===== src/rtl/snp_pkg.sv =====
package snp_pkg;

  typedef enum logic [1:0] {
    SNP_MISS  = 2'd0,
    SNP_CLEAN = 2'd1,
    SNP_MOD   = 2'd2
  } snp_kind_e;

  // Classify the two snoop lines at a sampling edge (stall excluded by caller)
  function automatic snp_kind_e snp_classify(input logic h, input logic hm);
    if (hm)     return SNP_MOD;
    else if (h) return SNP_CLEAN;
    else        return SNP_MISS;
  endfunction

endpackage


===== src/rtl/snp_order_fifo.sv =====
module snp_order_fifo #(
  parameter int DEPTH = 2,
  parameter int DW    = 4
) (
  input  logic          clk,
  input  logic          rst_n,
  input  logic          push,
  input  logic [DW-1:0] din,
  input  logic          pop,
  output logic [DW-1:0] head,
  output logic          empty,
  output logic          full
);
  localparam int PW = (DEPTH > 1) ? $clog2(DEPTH) : 1;
  localparam int CW = $clog2(DEPTH + 1);

  logic [DW-1:0] mem [DEPTH];
  logic [PW-1:0] wr_p, rd_p;
  logic [CW-1:0] cnt;

  assign empty = (cnt == '0);
  assign full  = (cnt == CW'(DEPTH));
  assign head  = mem[rd_p];

  function automatic logic [PW-1:0] nxt(input logic [PW-1:0] p);
    return (p == PW'(DEPTH - 1)) ? '0 : p + 1'b1;
  endfunction

  always_ff @(posedge clk) begin
    if (!rst_n) begin
      wr_p <= '0;
      rd_p <= '0;
      cnt  <= '0;
    end else begin
      if (push) begin
        mem[wr_p] <= din;
        wr_p      <= nxt(wr_p);
      end
      if (pop) rd_p <= nxt(rd_p);
      case ({push, pop})
        2'b10:   cnt <= cnt + 1'b1;
        2'b01:   cnt <= cnt - 1'b1;
        default: cnt <= cnt;
      endcase
    end
  end
endmodule


===== src/rtl/snp_window_timer.sv =====
module snp_window_timer #(
  parameter int WIN_LEN   = 4,
  parameter int STALL_LEN = 2
) (
  input  logic clk,
  input  logic rst_n,
  input  logic load,
  input  logic hit,
  input  logic hit_mod,
  output logic busy,
  output logic sample_now,
  output logic done
);
  localparam int MAXL = (WIN_LEN > STALL_LEN) ? WIN_LEN : STALL_LEN;
  localparam int CW   = (MAXL > 1) ? $clog2(MAXL) : 1;

  logic [CW-1:0] cnt;
  logic          stall;

  assign sample_now = busy && (cnt == '0);
  assign stall      = hit && hit_mod;
  assign done       = sample_now && !stall;

  always_ff @(posedge clk) begin
    if (!rst_n) begin
      busy <= 1'b0;
      cnt  <= '0;
    end else if (load) begin
      busy <= 1'b1;
      cnt  <= CW'(WIN_LEN - 1);
    end else if (busy) begin
      if (cnt == '0) begin
        if (stall) cnt  <= CW'(STALL_LEN - 1);
        else       busy <= 1'b0;
      end else begin
        cnt <= cnt - 1'b1;
      end
    end
  end
endmodule


===== src/rtl/snp_resolver.sv =====
module snp_resolver
  import snp_pkg::*;
#(
  parameter int IDX_W     = 4,
  parameter int QDEPTH    = 2,
  parameter int WIN_LEN   = 4,
  parameter int STALL_LEN = 2
) (
  input  logic             clk,
  input  logic             rst_n,
  input  logic             win_start,
  input  logic [IDX_W-1:0] win_idx,
  input  logic             hit,
  input  logic             hit_mod,
  output logic             res_valid,
  output logic [IDX_W-1:0] res_idx,
  output logic [1:0]       res_kind,
  output logic             owner_cache,
  output logic             capture_en
);
  logic             busy, sample_now, done;
  logic             take, use_q, use_in, load, push;
  logic             q_empty, q_full;
  logic [IDX_W-1:0] q_head, act_idx;
  snp_kind_e        kind;

  assign take   = !busy || done;
  assign use_q  = take && !q_empty;
  assign use_in = take && q_empty && win_start;
  assign load   = use_q || use_in;
  assign push   = win_start && !use_in;
  assign kind   = snp_classify(hit, hit_mod);

  snp_order_fifo #(.DEPTH(QDEPTH), .DW(IDX_W)) u_q (
    .clk(clk), .rst_n(rst_n), .push(push), .din(win_idx), .pop(use_q),
    .head(q_head), .empty(q_empty), .full(q_full)
  );

  snp_window_timer #(.WIN_LEN(WIN_LEN), .STALL_LEN(STALL_LEN)) u_tmr (
    .clk(clk), .rst_n(rst_n), .load(load), .hit(hit), .hit_mod(hit_mod),
    .busy(busy), .sample_now(sample_now), .done(done)
  );

  always_ff @(posedge clk) begin
    if (!rst_n) begin
      act_idx <= '0;
    end else if (load) begin
      act_idx <= use_q ? q_head : win_idx;
    end
  end

  always_ff @(posedge clk) begin
    if (!rst_n) begin
      res_valid   <= 1'b0;
      res_idx     <= '0;
      res_kind    <= SNP_MISS;
      owner_cache <= 1'b0;
      capture_en  <= 1'b0;
    end else begin
      res_valid   <= done;
      res_idx     <= done ? act_idx : '0;
      res_kind    <= done ? kind : SNP_MISS;
      owner_cache <= done && (kind == SNP_MOD);
      capture_en  <= done && (kind == SNP_MOD);
    end
  end
endmodule


===== config.mk =====
export PLATFORM = sky130hd
export DESIGN_NAME = snp_resolver
export DESIGN_NICKNAME = d
export VERILOG_FILES = /design/src/rtl/snp_pkg.sv /design/src/rtl/snp_order_fifo.sv /design/src/rtl/snp_window_timer.sv /design/src/rtl/snp_resolver.sv
export SDC_FILE = /design/constraint.sdc
export NUM_CORES = 1
export LEC_CHECK = 0
export BUFFER_PORTS_ARGS = -buffer_cell sky130_fd_sc_hd__buf_2
export CAP_MARGIN = 20
export CORE_UTILIZATION = 58
export DETAILED_ROUTE_END_ITERATION = 12
export GPL_ROUTABILITY_DRIVEN = 0
export PLACE_DENSITY = 0.81
export SLEW_MARGIN = 10
export SYNTH_ARGS = -nofsm -noshare
export SYNTH_HDL_FRONTEND = slang
export SYNTH_SLANG_ARGS = --single-unit

===== constraint.sdc =====
create_clock -name clk -period 4.5 [get_ports clk]
set_input_delay 0.225 -clock clk [delete_from_list [all_inputs] [get_ports clk]]
set_output_delay 0.225 -clock clk [all_outputs]
set_load 0.01 [all_outputs]

# Yosys cells after proc, flatten, opt, wreduce, memory -nomap -nowiden

Memories as Yosys holds them, arrays and structs flattened. A register that Yosys moved wholly into a read port is not among the register bits.
Index checks and enable logic that the tools add are counted.

Flip-flop bits (word level): 19
Latch bits: 0
RAM bits: 8
Bits in read-only memories: 0
Input port bits: 9
Output and inout port bits: 9
Logic and storage cells: 59
Memories: 1

Memories:

| name    | depth | width | read ports | clocked after memory_dff | write ports | line                 | text |
|---|---|---|---|---|---|---|---|
| u_q.mem | 2     | 4     | 1          | 1                        | 1           | snp_order_fifo.sv:17 | `logic [DW-1:0] mem [DEPTH];` |

Add/sub/neg operators: 5
Multipliers: 0
Div/mod/pow operators: 0
Order comparisons: 0
Equality and inequality tests: 4
Shifts and indexed selects: 0
Mux-type cells: 19
Bitwise operators: 0
Reductions and logical operators: 20

Operators by type and width:

| cell                                                                | count |
|---|---|
| 1-bit 2-to-1 mux                                                    | 12 |
| 2-bit 2-to-1 mux                                                    | 5 |
| 1-bit logical AND                                                   | 8 |
| 2-bit == test (second input constant)                               | 2 |
| 1-bit zero test                                                     | 4 |
| 2-bit zero test                                                     | 2 |
| 4-bit 2-to-1 mux                                                    | 1 |
| 2-bit one-hot mux with 2 select lines                               | 1 |
| 2-bit AND reduction                                                 | 2 |
| 2-bit nonzero test                                                  | 2 |
| 2-bit by 1-bit subtractor with 2-bit output (second input constant) | 2 |
| 3-bit by 2-bit != test with 1-bit output (second input constant)    | 1 |
| 1-bit adder (second input constant)                                 | 2 |
| 2-bit by 1-bit adder with 2-bit output (second input constant)      | 1 |
| 2-bit by 1-bit == test with 1-bit output (second input constant)    | 1 |
| 1-bit logical OR                                                    | 2 |

# Longest topological paths before layout

Depth in word-level cells: 11
Depth in mapped cells: 8
Mapped depth without buffers: 7

# Cells and area by module

Synthesis repeated with hierarchy kept, for this count alone.

Cell total of the unflattened synthesis: 98
Area total of the unflattened synthesis: 1112.3 um^2

Modules (own cells, without submodules):

| module           | times used | cells each | area each (um^2) |
|---|---|---|---|
| snp_order_fifo   | 1          | 35         | 506.7 |
| snp_resolver     | 1          | 48         | 471.7 |
| snp_window_timer | 1          | 15         | 133.9 |

# Worst setup path after synthesis

Ideal clock, no wire load.

Path type: register to register
From: reg u_q.cnt[1]
To: reg u_q.cnt[1]
Library setup time: 70 ps
Data arrival time: 1729 ps
Required time: 4430 ps
Path slack: 2702 ps
Cell stages (with the launch flop): 8
Buffers on the path: 1
Period minus slack after synthesis: 1798 ps
Cells stage by stage: dfxtp_1 > buf_6 > or3_4 > o21a_1 > inv_1 > ha_1 > or3_1 > a21oi_1

Longest elaborated chain between the ends: 7
Elaborated cells on any way between the ends: 13

RTL lines:

| item                                                                        | line                 | text |
|---|---|---|
| from (decl)                                                                 | snp_order_fifo.sv:19 | `logic [CW-1:0] cnt;` |
| from (signal assigned)                                                      | snp_order_fifo.sv:41 | `2'b10: cnt <= cnt + 1'b1;` |
| from (signal assigned)                                                      | snp_order_fifo.sv:42 | `2'b01: cnt <= cnt - 1'b1;` |
| from (signal assigned)                                                      | snp_order_fifo.sv:43 | `default: cnt <= cnt;` |
| 2-bit zero test                                                             | snp_order_fifo.sv:21 | `assign empty = (cnt == '0);` |
| 1-bit logical AND (2 in a row)                                              | snp_resolver.sv:29   | `assign use_in = take && q_empty && win_start;` |
| 1-bit zero test                                                             | snp_resolver.sv:31   | `assign push = win_start && !use_in;` |
| 1-bit logical AND                                                           | snp_resolver.sv:31   |  |
| 2-bit by 1-bit == test with 1-bit output or 2-bit == test (tied branches)   | snp_order_fifo.sv:40 | `case ({push, pop})` |
| 2-bit one-hot mux with 2 select lines or 2-bit nonzero test (tied branches) | --                   |  |

Several ways; a longest one is shown, not always the timed one.
A chain may end at the register's enable or synchronous reset.

# Final worst setup path

From: reg u_q.cnt[0]
To: reg u_q.cnt[1]

Same word-level chain as after synthesis.

==> results.sh <==
export IMPL_status="finished, final reports clean"
export IMPL_fin_util_pct=71.2
export IMPL_synth_warnings=0
export IMPL_number_of_clock_sinks=28
export IMPL_min_path_type="in2reg"
export IMPL_finalMaxSlewViolations=0
export IMPL_netlist_area_um2=1140
export IMPL_rsz0062_at_grt="no"
export IMPL_slew_limit_headroom_pct=69.7
export IMPL_tritoncts_num_buffers=3
export IMPL_finalClockSkew_ns=0.00272
export IMPL_final_net_count=128
export IMPL_path_clk_slew_ns=0.15
export IMPL_share_of_post_route_cells_with_drive_strength_above_1_pct=24.8
export IMPL_die_w_um=46.4
export IMPL_layout_cells_most_common_list="dfxtp_1 (20), buf_2 (17), o21ai_0 (12)"
export IMPL_synth_area_leaders="dfxtp_1 (35%), edfxtp_1 (21%), o21ai_0 (5.3%), mux2_2 (3.9%), or4b_1 (3.5%)"
export IMPL_final_common_cell="dfxtp_1"
export IMPL_fin_worst_hold_slack_ns=0.102
export IMPL_htree_depth=1
export IMPL_grt_start_max_net_pins=17
export IMPL_post_detailed_route_wirelength_per_cell_um=13.2
export IMPL_post_dp_hpwl_mm=1.38
export IMPL_place_port_buffers=17
export IMPL_drt_vias_per_instance=5.80
export IMPL_syn_area_per_cell_um2=11.3
export IMPL_worst_skew_late_latency_ns=0.32
export IMPL_max_slew_worst_pin_slew_ns=0.449
export IMPL_hold_critical_path_depth=1
export IMPL_drc=0
export IMPL_post_cts_resized=0
export IMPL_clk_root_buffer_cell="clkbuf_4"
export IMPL_synth_top_area_share_pct=35.0
export IMPL_grt_overflow_total=0
export IMPL_fp_row_count=15
export IMPL_postSynth_topFlopCell="dfxtp_1"
export IMPL_antenna_diode_count=0
export IMPL_flow_area_growth_from_synthesis_pct=11.1
export IMPL_grt_pass1_wl_mm=3.08
export IMPL_setup_tns_final_ns=0
export IMPL_dr_first_iter_drc_count=25
export IMPL_post_cts_hold_buffer_count=0
export IMPL_routed_wirelength_mm=1.87
export IMPL_clock_tree_buffer_depth=2
export IMPL_chipHeight_um=46.4
export IMPL_drtPass1Iterations=4
export IMPL_ir_drop_mv=0.362
export IMPL_finalWorstPathRequiredPeriod_ns=1.93
export IMPL_synth_edff_count=8
export IMPL_setup_viol=0
export IMPL_maxClockFrequency_mhz=518
export IMPL_power_per_cell_area_nw_per_um2=554
export IMPL_antenna_found_initial=0
export IMPL_ios=18
export IMPL_synth_area_leader_cell="dfxtp_1"
export IMPL_ys_seq_area_share_pct=56.0
export IMPL_max_capacitance_violation_total=0
export IMPL_track_usage_pct=20.3
export IMPL_p_leak_nw=0.505
export IMPL_syn_inst=101
export IMPL_mappedNetlistNets=111
export IMPL_synth_ff_latch_count=28
export IMPL_worst_r2r_path_depth=6
export IMPL_routed_via_count=824
export IMPL_cts_tree="done"
export IMPL_async_set_or_reset_flop_fraction_in_the_synthesized_netlist_pct=0
export IMPL_worst_ep_required_time_ns=4.76
export IMPL_number_of_setup_buffers_added_after_cts=0
export IMPL_worst_endpoint_arrival_ns=2.19
export IMPL_floorplan_initialDensity_pct=64.1
export IMPL_critPathCaptureType="flop"
export IMPL_total_die_area_um2=2150
export IMPL_final_min_period_over_clock_period_pct=42.9
export IMPL_antenna_left=0
export IMPL_crit_path_max_fanout=11
export IMPL_worst_setup_path_type="reg2reg"
export IMPL_report_final_hold_viol_count=0
export IMPL_startpoint_type="flop"
export IMPL_floorplan_core_area_um2=1780
export IMPL_first_global_vias=722
export IMPL_netlist_cell_type_count=33
-- worst paths after layout --
kind	from	endpoint	slack [ns]
worst min register to register	u_q.rd_p$_SDFFE_PN0P_	flop	0.49
worst min-delay path	win_idx[1]	u_q.mem[1][1]$_DFFE_PP_	0.10
worst max-delay path	u_q.cnt[0]$_SDFFE_PN0P_	u_q.cnt[1]$_SDFFE_PN0P_	2.57
worst max register to register	u_q.cnt[0]$_SDFFE_PN0P_	u_q.cnt[1]$_SDFFE_PN0P_	2.57
-- per-stage QoR --
| stage | cell area (um2) | setup WS [ns] | total power, mW | instances |
|---|---|---|---|---|
| 2_1_floorplan | 1140 | 2.70 | 0.531 | 101 |
| 3_3_place_gp | 1220 | 2.69 | 0.554 | 138 |
| 3_5_place_dp | 1220 | 2.62 | 0.566 | 138 |
| 4_1_cts | 1270 | 2.58 | 0.702 | 142 |
| 5_1_grt | 1270 | 2.45 | 0.748 | 142 |
| 6_report | 1270 | 2.57 | 0.704 | 142 |
-- logic make-up after synthesis --
logic type / synth area share (%)
adder cells (fa/ha/maj): 1.09
flip-flops: 56.0
multiplexers: 5.69
AO/OA/AOI/OAI: 15.6
AND/OR/NAND/NOR: 15.8
XOR/XNOR: 1.53
buffers and inverters: 4.27
-- routing by layer --
metal | vias to the layer above | part of all wire, % | routed length (um) | global-route usage (%)
li1 | 402 | - | - | -
met1 | 389 | 45 | 845 | 27.5
met2 | 29 | 48 | 903 | 32.8
met3 | 4 | 5.0 | 93 | 3.53
met4 | 0 | 1.7 | 31 | 5.88
met5 | - | 0 | 0 | 0
-- worst max-delay path, cell delays in order (launching register included) --
cell and delay [ns]:
dfxtp_1 0.45, or3_4 0.41, o21a_1 0.20, inv_1 0.06
ha_1 0.25, or3_1 0.36, a21oi_1 0.14
-- Yosys cell counts (2+ instances only) --
cell,number
nor2_1,5
o21a_1,2
nor3_1,4
mux2i_1,2
or4b_1,4
clkbuf_1,2
nand2_1,3
and2_1,6
mux2_2,4
buf_6,2
inv_1,3
edfxtp_1,8
a211oi_1,4
a21oi_1,2
dfxtp_1,20
o21ai_0,12
or3_1,2
-- final cells by class --
class / instances / area (um2)
flip-flops and latches: 28 / 641
fillers: 130 / 513
multi-input cells: 65 / 454
repair buffers: 17 / 85.1
clock buffers: 4 / 47.5
well taps: 25 / 31.3
inverters: 3 / 11.3
-- sequential cells by signal (all words and copies together) (netlist names), 2 cells and up, named ones only --
name and count:
u_q.mem 8, res_kind 2, act_idx 4, res_idx 4
u_q.cnt 2, u_tmr.cnt 2
-- power by group --
part	switching, mW	leakage (nW)	internal [mW]
clock	0.0716	0.0261	0.0678
sequential	0.0526	0.237	0.310
combinational	0.101	0.242	0.101
total	0.225	0.505	0.479
(Power assumes the default switching activity.)
